**src/rtl/uart_cfg_pkg.sv**
```systemverilog
package uart_cfg_pkg;
  localparam int unsigned BYTE_W = 8;
  localparam int unsigned CTRL_W = 7;
  localparam int unsigned LEN_W  = 4;
  localparam int unsigned SZ_LSB = 1;  // two low size bits at ctrl[2:1]
  localparam int unsigned SZ_MSB = 3;  // third size bit at ctrl[3]
  localparam logic [CTRL_W-1:0] CTRL_RST = 7'b000_0110;

  typedef logic [2:0] size_code_t;

  function automatic logic [LEN_W-1:0] len_of(size_code_t c);
    case (c)
      3'd0:    len_of = 4'd5;
      3'd1:    len_of = 4'd6;
      3'd2:    len_of = 4'd7;
      3'd7:    len_of = 4'd9;
      default: len_of = 4'd8;  // 3 and the reserved codes
    endcase
  endfunction
endpackage

```
**src/rtl/cfg_addr_dec.sv**
```systemverilog
module cfg_addr_dec #(
  parameter int unsigned ADDR_W    = 2,
  parameter bit          SHARED_HI = 1'b1,
  parameter int unsigned ADDR_LO   = 0,
  parameter int unsigned ADDR_HI   = 1,
  parameter int unsigned ADDR_CTRL = 1
) (
  input  logic              clk_i,
  input  logic              rst_ni,
  input  logic              we_i,
  input  logic [ADDR_W-1:0] addr_i,
  input  logic              steer_i,
  output logic              wr_lo_o,
  output logic              wr_hi_o,
  output logic              wr_ctrl_o
);
  logic hit_lo, hit_hi, hit_ctrl;

  assign hit_lo   = (addr_i == ADDR_W'(ADDR_LO));
  assign hit_hi   = (addr_i == ADDR_W'(ADDR_HI));
  assign hit_ctrl = (addr_i == ADDR_W'(ADDR_CTRL));
  assign wr_lo_o  = we_i && hit_lo;

  generate
    if (SHARED_HI) begin : g_shared
      assign wr_hi_o   = we_i && hit_hi && !steer_i;
      assign wr_ctrl_o = we_i && hit_ctrl && steer_i;
    end else begin : g_split
      assign wr_hi_o   = we_i && hit_hi;
      assign wr_ctrl_o = we_i && hit_ctrl;
    end
  endgenerate

  AST_ONE_TARGET: assert property (@(posedge clk_i) disable iff (!rst_ni)
    $onehot0({wr_lo_o, wr_hi_o, wr_ctrl_o}));
  AST_NO_WE_NO_STROBE: assert property (@(posedge clk_i) disable iff (!rst_ni)
    !we_i |-> !(wr_lo_o || wr_hi_o || wr_ctrl_o));
endmodule

```
**src/rtl/cfg_div_regs.sv**
```systemverilog
module cfg_div_regs #(
  parameter int unsigned HI_W   = 4,
  parameter int unsigned HI_LSB = 0
) (
  input  logic                              clk_i,
  input  logic                              rst_ni,
  input  logic                              wr_lo_i,
  input  logic                              wr_hi_i,
  input  logic [uart_cfg_pkg::BYTE_W-1:0]   wdata_i,
  output logic [uart_cfg_pkg::BYTE_W-1:0]   lo_o,
  output logic [HI_W-1:0]                   hi_o,
  output logic                              chg_o
);
  import uart_cfg_pkg::*;

  logic [BYTE_W-1:0] lo_q;
  logic [HI_W-1:0]   hi_q, hi_field;
  logic              chg_q, lo_diff, hi_diff;

  assign hi_field = wdata_i[HI_LSB +: HI_W];  // field mask after the shift
  assign lo_diff  = wr_lo_i && (wdata_i != lo_q);
  assign hi_diff  = wr_hi_i && (hi_field != hi_q);

  always_ff @(posedge clk_i or negedge rst_ni) begin
    if (!rst_ni) begin
      lo_q  <= '0;
      hi_q  <= '0;
      chg_q <= 1'b0;
    end else begin
      if (wr_lo_i) lo_q <= wdata_i;
      if (wr_hi_i) hi_q <= hi_field;
      chg_q <= lo_diff || hi_diff;
    end
  end

  assign lo_o  = lo_q;
  assign hi_o  = hi_q;
  assign chg_o = chg_q;

  AST_HI_LOADS_FIELD: assert property (@(posedge clk_i) disable iff (!rst_ni)
    wr_hi_i |=> hi_q == $past(wdata_i[HI_LSB +: HI_W]));
  AST_CHG_NEEDS_WRITE: assert property (@(posedge clk_i) disable iff (!rst_ni)
    chg_q |-> $past(wr_lo_i || wr_hi_i));
  AST_HI_HOLDS: assert property (@(posedge clk_i) disable iff (!rst_ni)
    !wr_hi_i |=> $stable(hi_q));
endmodule

```
**src/rtl/cfg_frame_reg.sv**
```systemverilog
module cfg_frame_reg (
  input  logic                              clk_i,
  input  logic                              rst_ni,
  input  logic                              wr_i,
  input  logic [uart_cfg_pkg::BYTE_W-1:0]   wdata_i,
  output logic [uart_cfg_pkg::CTRL_W-1:0]   ctrl_o,
  output logic [uart_cfg_pkg::LEN_W-1:0]    len_o
);
  import uart_cfg_pkg::*;

  logic [CTRL_W-1:0] ctrl_q;
  size_code_t        code;

  always_ff @(posedge clk_i or negedge rst_ni) begin
    if (!rst_ni)   ctrl_q <= CTRL_RST;
    else if (wr_i) ctrl_q <= wdata_i[CTRL_W-1:0];
  end

  assign code   = {ctrl_q[SZ_MSB], ctrl_q[SZ_LSB +: 2]};
  assign len_o  = len_of(code);
  assign ctrl_o = ctrl_q;

  AST_LEN_RANGE: assert property (@(posedge clk_i) disable iff (!rst_ni)
    (len_o >= 4'd5) && (len_o <= 4'd9));
  AST_CTRL_HOLDS: assert property (@(posedge clk_i) disable iff (!rst_ni)
    !wr_i |=> $stable(ctrl_q));
endmodule

```
**src/rtl/uart_cfg_regs.sv**
```systemverilog
module uart_cfg_regs #(
  parameter int unsigned ADDR_W      = 2,
  parameter bit          SHARED_HI   = 1'b1,
  parameter int unsigned ADDR_LO     = 0,
  parameter int unsigned ADDR_CTRL   = 1,
  parameter int unsigned ADDR_HI_SEP = 3,
  parameter int unsigned HI_W        = 4,
  parameter int unsigned HI_LSB      = 0,
  localparam int unsigned DIV_W      = uart_cfg_pkg::BYTE_W + HI_W
) (
  input  logic                            clk_i,
  input  logic                            rst_ni,
  input  logic                            we_i,
  input  logic [ADDR_W-1:0]               addr_i,
  input  logic [uart_cfg_pkg::BYTE_W-1:0] wdata_i,
  output logic [uart_cfg_pkg::BYTE_W-1:0] rdata_o,
  output logic [DIV_W-1:0]                baud_div_o,
  output logic [uart_cfg_pkg::LEN_W-1:0]  char_len_o,
  output logic                            div_chg_o
);
  import uart_cfg_pkg::*;

  localparam int unsigned ADDR_HI = SHARED_HI ? ADDR_CTRL : ADDR_HI_SEP;

  logic              wr_lo, wr_hi, wr_ctrl;
  logic [BYTE_W-1:0] lo;
  logic [HI_W-1:0]   hi;
  logic [CTRL_W-1:0] ctrl;

  cfg_addr_dec #(
    .ADDR_W(ADDR_W), .SHARED_HI(SHARED_HI),
    .ADDR_LO(ADDR_LO), .ADDR_HI(ADDR_HI), .ADDR_CTRL(ADDR_CTRL)
  ) u_dec (
    .clk_i(clk_i), .rst_ni(rst_ni), .we_i(we_i), .addr_i(addr_i),
    .steer_i(wdata_i[BYTE_W-1]),
    .wr_lo_o(wr_lo), .wr_hi_o(wr_hi), .wr_ctrl_o(wr_ctrl)
  );

  cfg_div_regs #(.HI_W(HI_W), .HI_LSB(HI_LSB)) u_div (
    .clk_i(clk_i), .rst_ni(rst_ni), .wr_lo_i(wr_lo), .wr_hi_i(wr_hi),
    .wdata_i(wdata_i), .lo_o(lo), .hi_o(hi), .chg_o(div_chg_o)
  );

  cfg_frame_reg u_frame (
    .clk_i(clk_i), .rst_ni(rst_ni), .wr_i(wr_ctrl), .wdata_i(wdata_i),
    .ctrl_o(ctrl), .len_o(char_len_o)
  );

  assign baud_div_o = DIV_W'(lo) | (DIV_W'(hi) << BYTE_W);

  always_comb begin
    rdata_o = '0;
    if (addr_i == ADDR_W'(ADDR_LO))   rdata_o = lo;
    if (addr_i == ADDR_W'(ADDR_CTRL)) rdata_o = {1'b1, ctrl};
    if (!SHARED_HI && addr_i == ADDR_W'(ADDR_HI))
      rdata_o = {{(BYTE_W-HI_W){1'b0}}, hi};
  end

  AST_CTRL_WR_KEEPS_DIV: assert property (@(posedge clk_i) disable iff (!rst_ni)
    (SHARED_HI && we_i && addr_i == ADDR_W'(ADDR_CTRL) && wdata_i[BYTE_W-1])
      |=> ($stable(baud_div_o) && !div_chg_o));
  AST_HI_WR_KEEPS_CTRL: assert property (@(posedge clk_i) disable iff (!rst_ni)
    (SHARED_HI && we_i && addr_i == ADDR_W'(ADDR_CTRL) && !wdata_i[BYTE_W-1])
      |=> $stable(char_len_o));
  AST_IDLE_KEEPS_DIV: assert property (@(posedge clk_i) disable iff (!rst_ni)
    !we_i |=> ($stable(baud_div_o) && !div_chg_o));
endmodule

```
**config.mk**
```make
export PLATFORM = sky130hd
export DESIGN_NAME = uart_cfg_regs
export DESIGN_NICKNAME = d
export VERILOG_FILES = /design/src/rtl/uart_cfg_pkg.sv /design/src/rtl/cfg_addr_dec.sv /design/src/rtl/cfg_div_regs.sv /design/src/rtl/cfg_frame_reg.sv /design/src/rtl/uart_cfg_regs.sv
export SDC_FILE = /design/constraint.sdc
export NUM_CORES = 1
export LEC_CHECK = 0
export CELL_PAD_IN_SITES_DETAIL_PLACEMENT = 0
export CELL_PAD_IN_SITES_GLOBAL_PLACEMENT = 2
export CORE_UTILIZATION = 27
export CTS_CLUSTER_SIZE = 25
export DETAILED_ROUTE_END_ITERATION = 6
export PLACE_DENSITY = 0.73
export SETUP_SLACK_MARGIN = 0.02
export SLEW_MARGIN = 30
export SYNTH_ARGS = -nofsm -noshare
export SYNTH_HDL_FRONTEND = slang
export SYNTH_SLANG_ARGS = --single-unit
```
**constraint.sdc**
```tcl
create_clock -name clk_i -period 1.3 [get_ports clk_i]
set_input_delay 0.13 -clock clk_i [delete_from_list [all_inputs] [get_ports clk_i]]
set_output_delay 0.13 -clock clk_i [all_outputs]
set_load 0.05 [all_outputs]
```
== Word level (Yosys, flattened, before mapping) ==
Cells that the tools add are included.
Cells by class
  mux-type cells: 3
  reductions and logical operators: 10
  eq/ne operators: 6
  bitwise logic cells: 1
Operator list (count)
  8-bit 2-to-1 mux: 2
  4-bit case mux with 4 select lines: 1
  8-bit by 12-bit OR with 12-bit output: 1
  8-bit != test: 1
  1-bit logical AND: 6
  4-bit != test: 1
  3-bit by 1-bit == test with 1-bit output, second input constant: 1
  3-bit by 2-bit == test with 1-bit output, second input constant: 1
  3-bit == test, second input constant: 1
  3-bit zero test: 1
  2-bit by 1-bit == test with 1-bit output, second input constant: 1
  2-bit zero test: 1
  1-bit zero test: 1
  1-bit logical OR: 1
Word-level totals
  word-level logic and storage cells: 24
  input bits: 13
  output and inout port bits: 25
  register bits: 20

== Longest topological paths before layout ==
  word-level depth: 5
  mapped depth: 4
  depth with buffers taken out: 4

== Modules after synthesis ==
From an unflattened synthesis, not the netlist that was laid out.
Unflattened totals
  cell total of the unflattened synthesis: 85
  area total of the unflattened synthesis: 1092.3 sq um
By module, submodules not included
  cfg_div_regs: instances 1, seq. area each 325.3 sq um, area an instance 615.6 sq um, cells each 43
  cfg_frame_reg: instances 1, seq. area each 177.7 sq um, area an instance 327.8 sq um, cells each 21
  uart_cfg_regs: instances 1, seq. area each 0.0 sq um, area an instance 118.9 sq um, cells each 18
  cfg_addr_dec: instances 1, seq. area each 0.0 sq um, area an instance 30.0 sq um, cells each 3

== Least setup slack after synthesis ==
OpenSTA, ideal clock, no wires.
  kind: register to output
  start point: register u_frame.ctrl_q[3], in the netlist u_frame.ctrl_o[3]
  end point: output char_len_o[0] (netlist bit)
  slack: -332 ps
  arrival: 1502 ps
  stages on the path, launching flop included: 2
  cells stage by stage: dfrtp_1 > o21ai_0
On the way
  word-level cells in the longest chain between the ends: 2
  elaborated cells between the ends (all ways): 5
  those cells by class: eq/ne: 3; mux: 1; reduce/logical: 1
Ends and longest elaborated chain
  start: declaration: line cfg_frame_reg.sv:11  | logic [CTRL_W-1:0] ctrl_q;
  start signal: assignment: line cfg_frame_reg.sv:16  | else if (wr_i) ctrl_q <= wdata_i[CTRL_W-1:0];
  3-bit == test (tied with other cells): line uart_cfg_pkg.sv:12  | case (c)
  4-bit case mux with 4 select lines (*): line uart_cfg_pkg.sv:12
  end: declaration: line uart_cfg_regs.sv:18  | output logic [uart_cfg_pkg::LEN_W-1:0] char_len_o,
Every way passes the cells marked *; elsewhere a longest branch is shown, timed or not.

== Worst setup path in the final report ==
  start point: register u_frame.ctrl_q[2], in the netlist u_frame.ctrl_o[2]
  end point: output char_len_o[2] (netlist bit)
Same word-level chain as after synthesis.

==> flow_summary.ini <==
[run_status]
outcome = finished, violations left
violations = setup timing

[layout]
antenna_cells = 0
drive_gt1_share_pct = 68.9
fill_cells = 321
nets = 149
final_core_util_pct = 54.0
area_growth_pct = 89.4

[sta]
setup_violations = 6
worst_slack_ns = -0.0832
min_period_ns = 1.38
slew_viol_final = 0
rsz0062_at_grt = true
clock_skew_ns = 0.00119
fin_crit_sh_pct = 106
relSlewSlack_pct = 77.7
worstMarginPinSlew_ns = 0.331
hold_viol = 0
max_freq_mhz = 723

[floorplan]
floorplan.initialDensity_pct = 28.5
core_um2 = 3690
fp.dieW_um = 64.4
num_rows = 22
pin_count = 38
die_h_um = 64.4
die-area_um2 = 4150

[route]
drt-initial-drc-count = 20
route.detailed.drc = 0
first_pass_iters = 2
avgRoutedWirePerCell_um = 13.9
vias_per_cell = 4.61
routed_wl_um = 2540
num_vias = 844
ant_nets = 0

[power_and_ir_drop]
p_leak_nw = 0.806
finalPower_mw = 3.16
powerDensity_nw_per_um2 = 1580
peakVddDrop_v = 0.000723

[setup_path]
r2r_end = u_div.chg_o$_DFF_PN0_
timing.critical_path.cells = a21o_2, inv_1, buf_12
path_class = reg -> out
crit_slowest_cell = dfstp_2
endpoint = char_len_o[2]
arrival_ns = 1.25
startpoint = u_frame.ctrl_o[2]$_DFFE_PN1P_
reg2reg_setup_slack_ns = 0.09
cp.depth = 3
endpoint_kind = primary output
crit_fanout = 5
ff2ff_path_depth = 5
crit_buf_inv = 2
crit_required_ns = 1.17
critPathTopFamily = flip-flops
cpPeakStageDelay_ns = 0.60
startpoint_type = register
timing.rr.start = u_div.lo_o[6]$_DFFE_PN0P_

[grt]
grt_remaining_overflow = 0
grt_util_all_layers_pct = 14.1
grt_antenna_before_repair = 0
grt_pass1_wl_um = 4340
grt_max_degree = 21
first_global_vias = 887

[clock_tree]
clock-sinks = 20
clock_latency_ns = 0.26
root_buffer = clkbuf_8
clk_pin_slew_ns = 0.07
htree_levels = 1
ctsLongestPathBuffers = 2
cts_buffers = 3
cts_tree = yes

[flow_run]
maxCapViolCount = 0

[synthesis]
syn_nets = 96
synth_ff_type = dfrtp_1
ys_warn_count = 0
async_flop_share_pct = 100
netlist_area_um2 = 1050
synth_area_per_cell_um2 = 12.7
synth_top_area_cell = dfrtp_1
synth-edff-count = 0
synthTopCellsByCount = 19 x mux2_2, 18 x dfrtp_1, 10 x nor2_1, 9 x xnor2_1, 7 x mux2i_1
yosysMostFrequentCell = mux2_2
yosysSeqAreaShare_pct = 47.8
synth_cell_types = 19
synth_top_cell_area_share_pct = 42.8
synth_seq_cells = 20
synth.top_cells.by_area = dfrtp_1 43%, mux2_2 20%, xnor2_1 7.5%
syn_inst = 83

[placement]
port_buffers = 37
gp_congestion = 0.722

[worst_hold_path]
min_path_type = in -> async
==> per-stage QoR <==
step | TNS (ns) | cells | hold slack, ns | setup slack [ns] | instance area (um^2)
after floorplan | 0 | 83 | -0.166 | 0.0263 | 1120
after global routing | -0.668 | 183 | 0.226 | -0.147 | 1990
final | -0.275 | 183 | 0.215 | -0.0832 | 1990
after global placement | -5.95 | 176 | 0.488 | -0.252 | 1860
after CTS | -0.390 | 183 | 0.218 | -0.101 | 1990
after detailed placement | -6.50 | 176 | 0.498 | -0.277 | 1860
==> worst min path at each step <==
stage	slack (ns)	cells past startpoint	startpoint	end
final	0.21	2	rst_ni	u_div.lo_o[4]$_DFFE_PN0P_
after global placement	0.49	2	rst_ni	u_div.lo_o[5]$_DFFE_PN0P_
after CTS	0.22	2	rst_ni	u_frame.ctrl_o[5]$_DFFE_PN0P_
after floorplan	-0.17	0	rst_ni	u_div.chg_o$_DFF_PN0_
after detailed placement	0.50	1	u_frame.ctrl_o[6]$_DFFE_PN0P_	u_frame.ctrl_o[6]$_DFFE_PN0P_
after global routing	0.23	2	rst_ni	u_div.lo_o[5]$_DFFE_PN0P_
==> power by group <==
part	switching, mW	leakage (nW)	internal [mW]
Sequential	0.191	0.228	0.768
Clock	0.207	0.0288	0.270
Combinational	0.841	0.549	0.878
==> sequential cells by signal, summed over array words and instances, names as in the netlist <==
signal and flops:
u_div.lo_o 8, u_frame.ctrl_o 7, u_div.hi_o 4, u_div.chg_o 1
==> cells in the final DEF (no fill, tap or decap), types with 2 or more instances in the layout <==
cell	n
nor2_4	8
dfstp_2	2
mux2i_4	3
mux2_2	19
dfrtp_2	8
buf_4	13
clkdlybuf4s50_1	10
clkbuf_8	4
nand4_1	2
dfrtp_1	10
xor2_1	4
mux2i_2	4
buf_12	25
xnor2_1	9
==> kinds of logic (layout without fill, tap and decap cells) <==
family,after synthesis,in the layout,synth area share (%)
buffers and inverters,3,55,1.90
and+or+nand+nor,17,17,9.99
AOI/OAI and AO/OA,4,4,2.50
DFF,20,20,47.8
muxes,26,26,27.0
xor gates and xnor gates,13,13,10.8
==> cell type report <==
| type | count | area, um^2 | share of cell area (%) |
|---|---|---|---|
| well taps | 48 | 60.1 | 3.01 |
| flip-flops and latches | 20 | 513 | 25.7 |
| inverters | 1 | 3.75 | 0.188 |
| multi-input cells | 60 | 649 | 32.6 |
| repair buffers | 50 | 712 | 35.7 |
| clock buffers | 4 | 55.1 | 2.76 |
==> timing repair <==
action / 4_1_cts / 5_1_grt
setup endpoints to repair: 14 / 11
gates resized for setup: 19 / 2
buffers inserted: 3 / 0
hold buffers: 0 / 0
==> routing by layer <==
layer  track usage, %  part of all wire [%]
met4             7.50                   2.2
met3             2.29                   3.9
met1             16.5                    41
met2             24.6                    53
met5                0                     0
No activity file was read; power rests on OpenSTA's default activity.
